[src/rtl/eflush_pkg.sv]
package eflush_pkg;

    // indices of the simple timed windows built in the generate loop
    localparam int W_FLWIN = 0;  // flush lockout window
    localparam int W_CDS   = 1;  // readout settling window
    localparam int W_FLP   = 2;  // flush pulse
    localparam int W_CLRP  = 3;  // clear pulse
    localparam int W_RDP   = 4;  // read pulse
    localparam int NWIN    = 5;

    typedef struct packed {
        logic clr_pend;
        logic shut_rej;
        logic flush_rej;
        logic read_rej;
    } arb_st_t;

endpackage

[src/rtl/eflush_win.sv]
module eflush_win #(
    parameter int unsigned LEN = 4
) (
    input  logic clk,
    input  logic rst_n,
    input  logic start,
    output logic active
);
    localparam int W = $clog2(LEN + 1);

    logic [W-1:0] cnt_d, cnt_q;

    always_comb begin
        cnt_d = cnt_q;
        if (start) begin
            cnt_d = W'(LEN);
        end else if (cnt_q != '0) begin
            cnt_d = cnt_q - W'(1);
        end
    end

    always_ff @(posedge clk) begin
        if (!rst_n) cnt_q <= '0;
        else        cnt_q <= cnt_d;
    end

    assign active = (cnt_q != '0);

    // a window is never restarted while still running
    a_r9_no_retrigger: assert property (@(posedge clk) disable iff (!rst_n)
        start |-> !active);

endmodule

[src/rtl/eflush_phase.sv]
module eflush_phase #(
    parameter int unsigned EXPOSE_CYC = 8,
    parameter int unsigned SHIFT_CYC  = 4
) (
    input  logic clk,
    input  logic rst_n,
    input  logic start,
    output logic expo,
    output logic shift
);
    localparam int unsigned TOTAL = EXPOSE_CYC + SHIFT_CYC;
    localparam int W = $clog2(TOTAL + 1);

    logic [W-1:0] cnt_d, cnt_q;

    always_comb begin
        cnt_d = cnt_q;
        if (start) begin
            cnt_d = W'(TOTAL);
        end else if (cnt_q != '0) begin
            cnt_d = cnt_q - W'(1);
        end
    end

    always_ff @(posedge clk) begin
        if (!rst_n) cnt_q <= '0;
        else        cnt_q <= cnt_d;
    end

    assign expo  = (cnt_q > W'(SHIFT_CYC));
    assign shift = (cnt_q != '0) && (cnt_q <= W'(SHIFT_CYC));

    // shift directly follows the end of exposure
    a_r2_shift_follows: assert property (@(posedge clk) disable iff (!rst_n)
        $fell(expo) |-> shift);

    // exposure only starts from a quiet phase
    a_r2_start_quiet: assert property (@(posedge clk) disable iff (!rst_n)
        start |-> !(expo || shift));

endmodule

[src/rtl/eflush_tick.sv]
module eflush_tick #(
    parameter int unsigned LIMIT = 16
) (
    input  logic clk,
    input  logic rst_n,
    input  logic clr,
    output logic due
);
    localparam int W = (LIMIT < 2) ? 1 : $clog2(LIMIT);

    logic [W-1:0] cnt_d, cnt_q;

    assign due = (cnt_q == W'(LIMIT - 1));

    always_comb begin
        cnt_d = cnt_q;
        if (clr) begin
            cnt_d = '0;
        end else if (!due) begin
            cnt_d = cnt_q + W'(1);
        end
    end

    always_ff @(posedge clk) begin
        if (!rst_n) cnt_q <= '0;
        else        cnt_q <= cnt_d;
    end

    // once due, the timer stays due until it is restarted
    a_r10_due_holds: assert property (@(posedge clk) disable iff (!rst_n)
        (due && !clr) |=> due);

endmodule

[src/rtl/eflush_arb.sv]
module eflush_arb #(
    parameter int unsigned EXPOSE_CYC   = 1000,
    parameter int unsigned SHIFT_CYC    = 200,
    parameter int unsigned FLUSH_CYC    = 500,
    parameter int unsigned CDS_CYC      = 300,
    parameter int unsigned PULSE_W      = 20,
    parameter int unsigned FLUSH_PERIOD = 1000000,
    parameter int unsigned IDLE_CLR_CYC = 10000000
) (
    input  logic clk,
    input  logic rst_n,
    input  logic idle,
    input  logic shut_req,
    input  logic flush_req,
    input  logic read_req,
    input  logic clear_req,
    output logic sen_shutter,
    output logic sen_flush,
    output logic sen_read,
    output logic sen_clear,
    output logic shut_rej,
    output logic flush_rej,
    output logic read_rej
);
    import eflush_pkg::*;

    localparam int unsigned WLEN [NWIN] = '{FLUSH_CYC, CDS_CYC, PULSE_W, PULSE_W, PULSE_W};

    arb_st_t st_d, st_q;

    logic [NWIN-1:0] wstart, wact;
    logic ph_expo, ph_shift;
    logic busy, lock;
    logic shut_ok, fl_ok, rd_ok, af_go, fl_go;
    logic clr_want, clr_go;
    logic fl_due, ic_due, ic_clr;

    for (genvar i = 0; i < NWIN; i++) begin : g_win
        eflush_win #(.LEN(WLEN[i])) u_win (
            .clk    (clk),
            .rst_n  (rst_n),
            .start  (wstart[i]),
            .active (wact[i])
        );
    end

    eflush_phase #(.EXPOSE_CYC(EXPOSE_CYC), .SHIFT_CYC(SHIFT_CYC)) u_phase (
        .clk   (clk),
        .rst_n (rst_n),
        .start (shut_ok),
        .expo  (ph_expo),
        .shift (ph_shift)
    );

    eflush_tick #(.LIMIT(FLUSH_PERIOD)) u_fl_tick (
        .clk   (clk),
        .rst_n (rst_n),
        .clr   (fl_go),
        .due   (fl_due)
    );

    eflush_tick #(.LIMIT(IDLE_CLR_CYC)) u_ic_tick (
        .clk   (clk),
        .rst_n (rst_n),
        .clr   (ic_clr),
        .due   (ic_due)
    );

    always_comb begin
        busy    = ph_expo | ph_shift;
        lock    = busy | wact[W_FLWIN] | wact[W_CDS];

        // host requests, shutter first, flush second, read last
        shut_ok = shut_req & ~lock;
        fl_ok   = flush_req & ~lock & ~shut_ok;
        rd_ok   = read_req & ~lock & ~shut_ok & ~fl_ok;

        // automatic flush only in a cycle with no host request
        af_go   = idle & fl_due & ~lock & ~shut_req & ~flush_req & ~read_req;
        fl_go   = fl_ok | af_go;

        // clear: held while a shift runs or a clear pulse is out
        clr_want = clear_req | st_q.clr_pend | (idle & ic_due);
        clr_go   = clr_want & ~ph_shift & ~wact[W_CLRP];
        ic_clr   = shut_ok | rd_ok | clr_go;

        st_d.clr_pend  = (clear_req | st_q.clr_pend) & ~clr_go;
        st_d.shut_rej  = shut_req & ~shut_ok;
        st_d.flush_rej = flush_req & ~fl_ok;
        st_d.read_rej  = read_req & ~rd_ok;

        wstart          = '0;
        wstart[W_FLWIN] = fl_go;
        wstart[W_FLP]   = fl_go;
        wstart[W_CDS]   = rd_ok;
        wstart[W_RDP]   = rd_ok;
        wstart[W_CLRP]  = clr_go;
    end

    always_ff @(posedge clk) begin
        if (!rst_n) st_q <= '0;
        else        st_q <= st_d;
    end

    assign sen_shutter = ph_expo;
    assign sen_flush   = wact[W_FLP];
    assign sen_read    = wact[W_RDP];
    assign sen_clear   = wact[W_CLRP];
    assign shut_rej    = st_q.shut_rej;
    assign flush_rej   = st_q.flush_rej;
    assign read_rej    = st_q.read_rej;

    // shutter never starts inside a flush lockout window
    a_r3_shut_after_flush: assert property (@(posedge clk) disable iff (!rst_n)
        $rose(sen_shutter) |-> !$past(wact[W_FLWIN]));

    // a rejection flag never comes with a starting exposure
    a_r3_rej_no_start: assert property (@(posedge clk) disable iff (!rst_n)
        shut_rej |-> !$rose(sen_shutter));

    // flush never starts during exposure or shift
    a_r4_flush_vs_expo: assert property (@(posedge clk) disable iff (!rst_n)
        $rose(sen_flush) |-> !$past(ph_expo || ph_shift));

    // CDS overlaps neither the flush window nor the shift
    a_r5_no_cds_overlap: assert property (@(posedge clk) disable iff (!rst_n)
        !(wact[W_CDS] && (wact[W_FLWIN] || ph_shift)));

    // at most one of shutter, flush, read starts in any cycle
    a_r6_one_start: assert property (@(posedge clk) disable iff (!rst_n)
        $onehot0({$rose(sen_shutter), $rose(sen_flush), $rose(sen_read)}));

    // the clear pulse never starts while a shift is running
    a_r8_clear_not_in_shift: assert property (@(posedge clk) disable iff (!rst_n)
        $rose(sen_clear) |-> !$past(ph_shift));

endmodule

[config.mk]
export PLATFORM = sky130hd
export DESIGN_NAME = eflush_arb
export DESIGN_NICKNAME = d
export VERILOG_FILES = /design/src/rtl/eflush_pkg.sv /design/src/rtl/eflush_win.sv /design/src/rtl/eflush_phase.sv /design/src/rtl/eflush_tick.sv /design/src/rtl/eflush_arb.sv
export SDC_FILE = /design/constraint.sdc
export NUM_CORES = 1
export LEC_CHECK = 0
export BUFFER_PORTS_ARGS = -buffer_cell sky130_fd_sc_hd__buf_2
export CORE_ASPECT_RATIO = 1.25
export CORE_MARGIN = 1
export CORE_UTILIZATION = 35
export CTS_BUF_LIST = sky130_fd_sc_hd__clkbuf_4
export DETAILED_ROUTE_END_ITERATION = 12
export PLACE_DENSITY = 0.54
export RECOVER_POWER = 50
export SLEW_MARGIN = 40
export SYNTH_ARGS = -nofsm -noshare
export SYNTH_HDL_FRONTEND = slang
export SYNTH_SLANG_ARGS = --single-unit
[constraint.sdc]
create_clock -name clk -period 4 [get_ports clk]
set_input_delay 1 -clock clk [delete_from_list [all_inputs] [get_ports clk]]
set_output_delay 1 -clock clk [all_outputs]
set_load 0.01 [all_outputs]
==> metrics.md <==
| Metric | Value |
|---|---|
| Count of different cell masters after synthesis | 51 |
| Origin of the worst setup path | u_phase.cnt_q[0] |
| WP data required | 4.35 ns |
| YS warnings | 0 |
| Synth-to-layout area growth | 8.22% |
| Post-layout nets | 528 |
| Multiplexer area fraction after synthesis | 0.00985 |
| Crit path launch type | flop |
| DR DRC count | 0 |
| Reported net switching power | 0.00123 W |
| Flip-flop and latch count after synthesis | 92 |
| Post-Synthesis Cell Area | 0.00445 mm^2 |
| Most instantiated flip-flop cell in the synthesis netlist | sky130_fd_sc_hd__dfxtp_1 |
| Synth async-reset ratio | 0 |
| Reg2Reg Setup Slack | 0.80 ns |
| Power Total | 0.00328 W |
| Vias in the first global route | 3294 |
| Number of nets produced by synthesis | 518 |
| Via count | 3412 |
| Share of total power in sequential cells | 0.400 |
| Internal power contribution | 0.00205 W |
| Post-CTS Setup Bufs | 0 |
| Number of standard-cell rows in the floorplan | 45 |
| Number of failing hold endpoints at the final stage | 0 |
| Worst min-delay path category | flop to flop |
| Kind of end point of the critical path | flop |
| Count of maximum capacitance violations | 0 |
| Worst vdd ir | 0.391 mV |
| Core ar. | 0.0123 mm^2 |
| HPWL after detailed placement | 5.90 mm |
| Count of H-tree levels built during CTS | 3 |
| Antenna violations before repair | 1 |
| Number of instances resized during post-cts repair | 0 |
| Hold-fix buffer count after cts | 0 |
| Effective utilization at floorplan | 0.362 |
| Worst Setup EP | read_rej |
| Die Outline Area | 0.0132 mm^2 |
| Global-route wire length before repair | 14.9 mm |
| Post-route setup slack | 0.804 ns |
| Largest cells by area after synthesis | sky130_fd_sc_hd__dfxtp_1 41%, sky130_fd_sc_hd__xor2_1 7.9%, sky130_fd_sc_hd__xnor2_1 5.1% |
| Post-synthesis compound-gate area fraction | 0.0819 |
| Buffers added on ports | 13 |
| Clk pin slew, worst setup/hold paths | 0.14 ns |
| Die W | 103 um |
| Fraction of the mapped netlist area in simple logic gates | 0.289 |
| I/O pin cnt | 14 |
| Overall routing resource usage | 0.143 |
| Total clock buffers created by CTS | 9 |
| Post-Synthesis Mean Instance Area | 8.93 um^2 |
| Transition time at the pin with the least slew margin | 1.18 ns |
| Areal power density over the cells | 681 mW/mm^2 |
| Critical path data arrival time | 3.55 ns |
| Largest net degree at the start of global routing | 28 |
| Aggregate global routing overflow | 0 |
| Fmax | 0.313 GHz |
| Dominant combinational cell family by area after synthesis | simple AND/OR/NAND/NOR gates |
| Number of clock sinks | 92 |
| Worst reg2reg path startpoint | u_phase.cnt_q[0] |
| Logic pwr share | 0.411 |
| Setup repair after global routing missed its margin | false |
| Xor and xnor fraction of the mapped netlist area | 0.130 |
| Count of routing violations after the opening detailed-route iteration | 93 |
| Proportion of layout cells with a drive suffix above 1 | 0.0877 |
| Final slew viol count | 0 |
| Number of buffers on the longest clock path | 2 |
| EDFF count, synth | 0 |
| Outcome | finished clean |
| Fraction of post-synthesis cell area in the top cell type by area | 0.414 |
| Worst setup skew after layout | 0.0174 ns |
| Post-synthesis share of cell area spent on full adders, half adders and majority gates | 0.0366 |
| Library cell used as clock root buffer | sky130_fd_sc_hd__clkbuf_4 |
| Leakage power of the design | 1.78 nW |
| Last weighted congestion value of the routability-driven placer | 0.748 |
| Synthesized instance count | 498 |
| Post-Route Setup TNS | 0 ns |
| Share of the yosys chip area belonging to registers | 0.414 |
| Clock latency of the later-clocked register in the worst-skew pair | 0.45 ns |
| Type of the worst setup path | flop to flop |
| Detailed-route wire length | 8.52 mm |
| Vertical die dimension | 128 um |
| # setup viols final | 0 |
| Average via count per standard cell | 5.03 |
| Clock Power Share | 0.189 |
| Antenna Nets Post-Route | 0 |
| Reg-to-reg endpoint | read_rej |
| Routed len/inst | 12.6 um |
| Final worst path period share | 0.799 |
| Headroom to the max-slew limit | 0.214 |
| First-pass DRT Iterations | 6 |
| Library cell with the largest summed area after synthesis | sky130_fd_sc_hd__dfxtp_1 |
| Clock tree from TritonCTS | done |
| Setup slack after placement | 0.984 ns |
| Clock period minus worst slack | 3.20 ns |
| Share of total power consumed by net switching | 0.374 |
| Worst Path Max Fanout | 15 |
| R2R cell count | 7 |
==> power groups by stage <==
stage	logic [W]	registers [W]	clock network, W
global placement	0.00133	0.00133	0
floorplan	0.00112	0.00129	0
detailed placement	0.00136	0.00133	0
global route	0.00154	0.00135	0.000671
CTS	0.00137	0.00131	0.000642
finish	0.00135	0.00131	0.000620
==> sequential cells by signal, summed over array words and instances, names as in the netlist <==
signal             cells
g_win.u_win.cnt_q     33
u_ic_tick.cnt_q       24
u_fl_tick.cnt_q       20
u_phase.cnt_q         11
flush_rej              1
read_rej               1
shut_rej               1
st_q                   1
==> cells by family after synthesis <==
logic type | Yosys count
AND/OR/NAND/NOR | 236
flip-flops | 92
XOR/XNOR | 66
AO/OA/AOI/OAI | 51
buffers and inverters | 36
adder cells (fa/ha/maj) | 13
multiplexers | 4
==> stage by stage <==
step | utilization | hold slack (ns) | instances | area (um^2)
finish | 0.392 | 0.480 | 678 | 4810
global route | 0.392 | 0.537 | 678 | 4810
CTS | 0.394 | 0.490 | 677 | 4830
detailed placement | 0.380 | 0.471 | 661 | 4660
global placement | 0.379 | 0.448 | 661 | 4650
floorplan | - | 0.432 | 498 | 4450
==> critical path, stage by stage (launching register included) <==
cell	delay, ns
sky130_fd_sc_hd__dfxtp_1	0.35
sky130_fd_sc_hd__inv_1	0.08
sky130_fd_sc_hd__ha_1	0.19
sky130_fd_sc_hd__nor4b_1	0.45
sky130_fd_sc_hd__nand3_1	0.45
sky130_fd_sc_hd__or3_1	0.64
sky130_fd_sc_hd__nand3b_1	0.56
sky130_fd_sc_hd__and3_1	0.39
==> worst min-delay path by stage <==
stage,from,end,slack (ns),depth (start not counted)
3_5_place_dp,g_win[3].u_win.cnt_q[4],g_win[3].u_win.cnt_q[4],0.47,2
4_1_cts,g_win[3].u_win.cnt_q[4],g_win[3].u_win.cnt_q[4],0.49,2
2_1_floorplan,g_win[3].u_win.cnt_q[4],g_win[3].u_win.cnt_q[4],0.43,2
5_1_grt,g_win[3].u_win.cnt_q[4],g_win[3].u_win.cnt_q[4],0.54,2
3_3_place_gp,g_win[3].u_win.cnt_q[4],g_win[3].u_win.cnt_q[4],0.45,2
6_report,g_win[3].u_win.cnt_q[4],g_win[3].u_win.cnt_q[4],0.48,2
==> cells in the mapped netlist (all sizes together), types with 10 or more instances <==
master / n
inv: 18
nor2: 59
a21oi: 24
ha: 13
xnor2: 26
clkbuf: 10
xor2: 40
nor3: 42
nand2: 33
dfxtp: 92
nand3: 27
and3: 19
nand4: 11
==> cell type report <==
class                   count  area, um^2
diodes                      1        2.50
clock inverters             7         105
clock buffers               9        67.6
inverters                  18        67.6
repair buffers             17        85.1
multi-input cells         370        2440
well taps                 164         205
flip-flops and latches     92        1840
fillers                  1291        7460
==> layout by cell type (no fill, tap or decap), drive strengths merged, types with 2 or more instances in the layout <==
cell type / n
a211oi: 5
or2: 2
or3: 5
nor4b: 5
nand4: 11
ha: 13
dfxtp: 92
nand4b: 5
bufinv: 3
and4: 4
a21oi: 24
nor4: 7
nor3b: 3
nand2: 33
nor2b: 3
xor2: 40
nand3b: 3
o211ai: 3
o22ai: 3
xnor2: 26
clkbuf: 15
nor2: 59
buf: 11
inv: 18
and3: 19
nor3: 42
o31ai: 2
and4b: 3
clkinv: 4
nand3: 27
o21ai: 6
a31oi: 3
mux2: 3
==> routing by layer <==
layer | vias to the layer above | global-route usage | part of all wire
li1 | 1761 | - | -
met1 | 1602 | 0.179 | 0.49
met2 | 35 | 0.231 | 0.46
met3 | 14 | 0.0333 | 0.028
met4 | 0 | 0.0671 | 0.021
met5 | - | 0 | 0
Note: power is estimated with default switching activity, not from simulation.
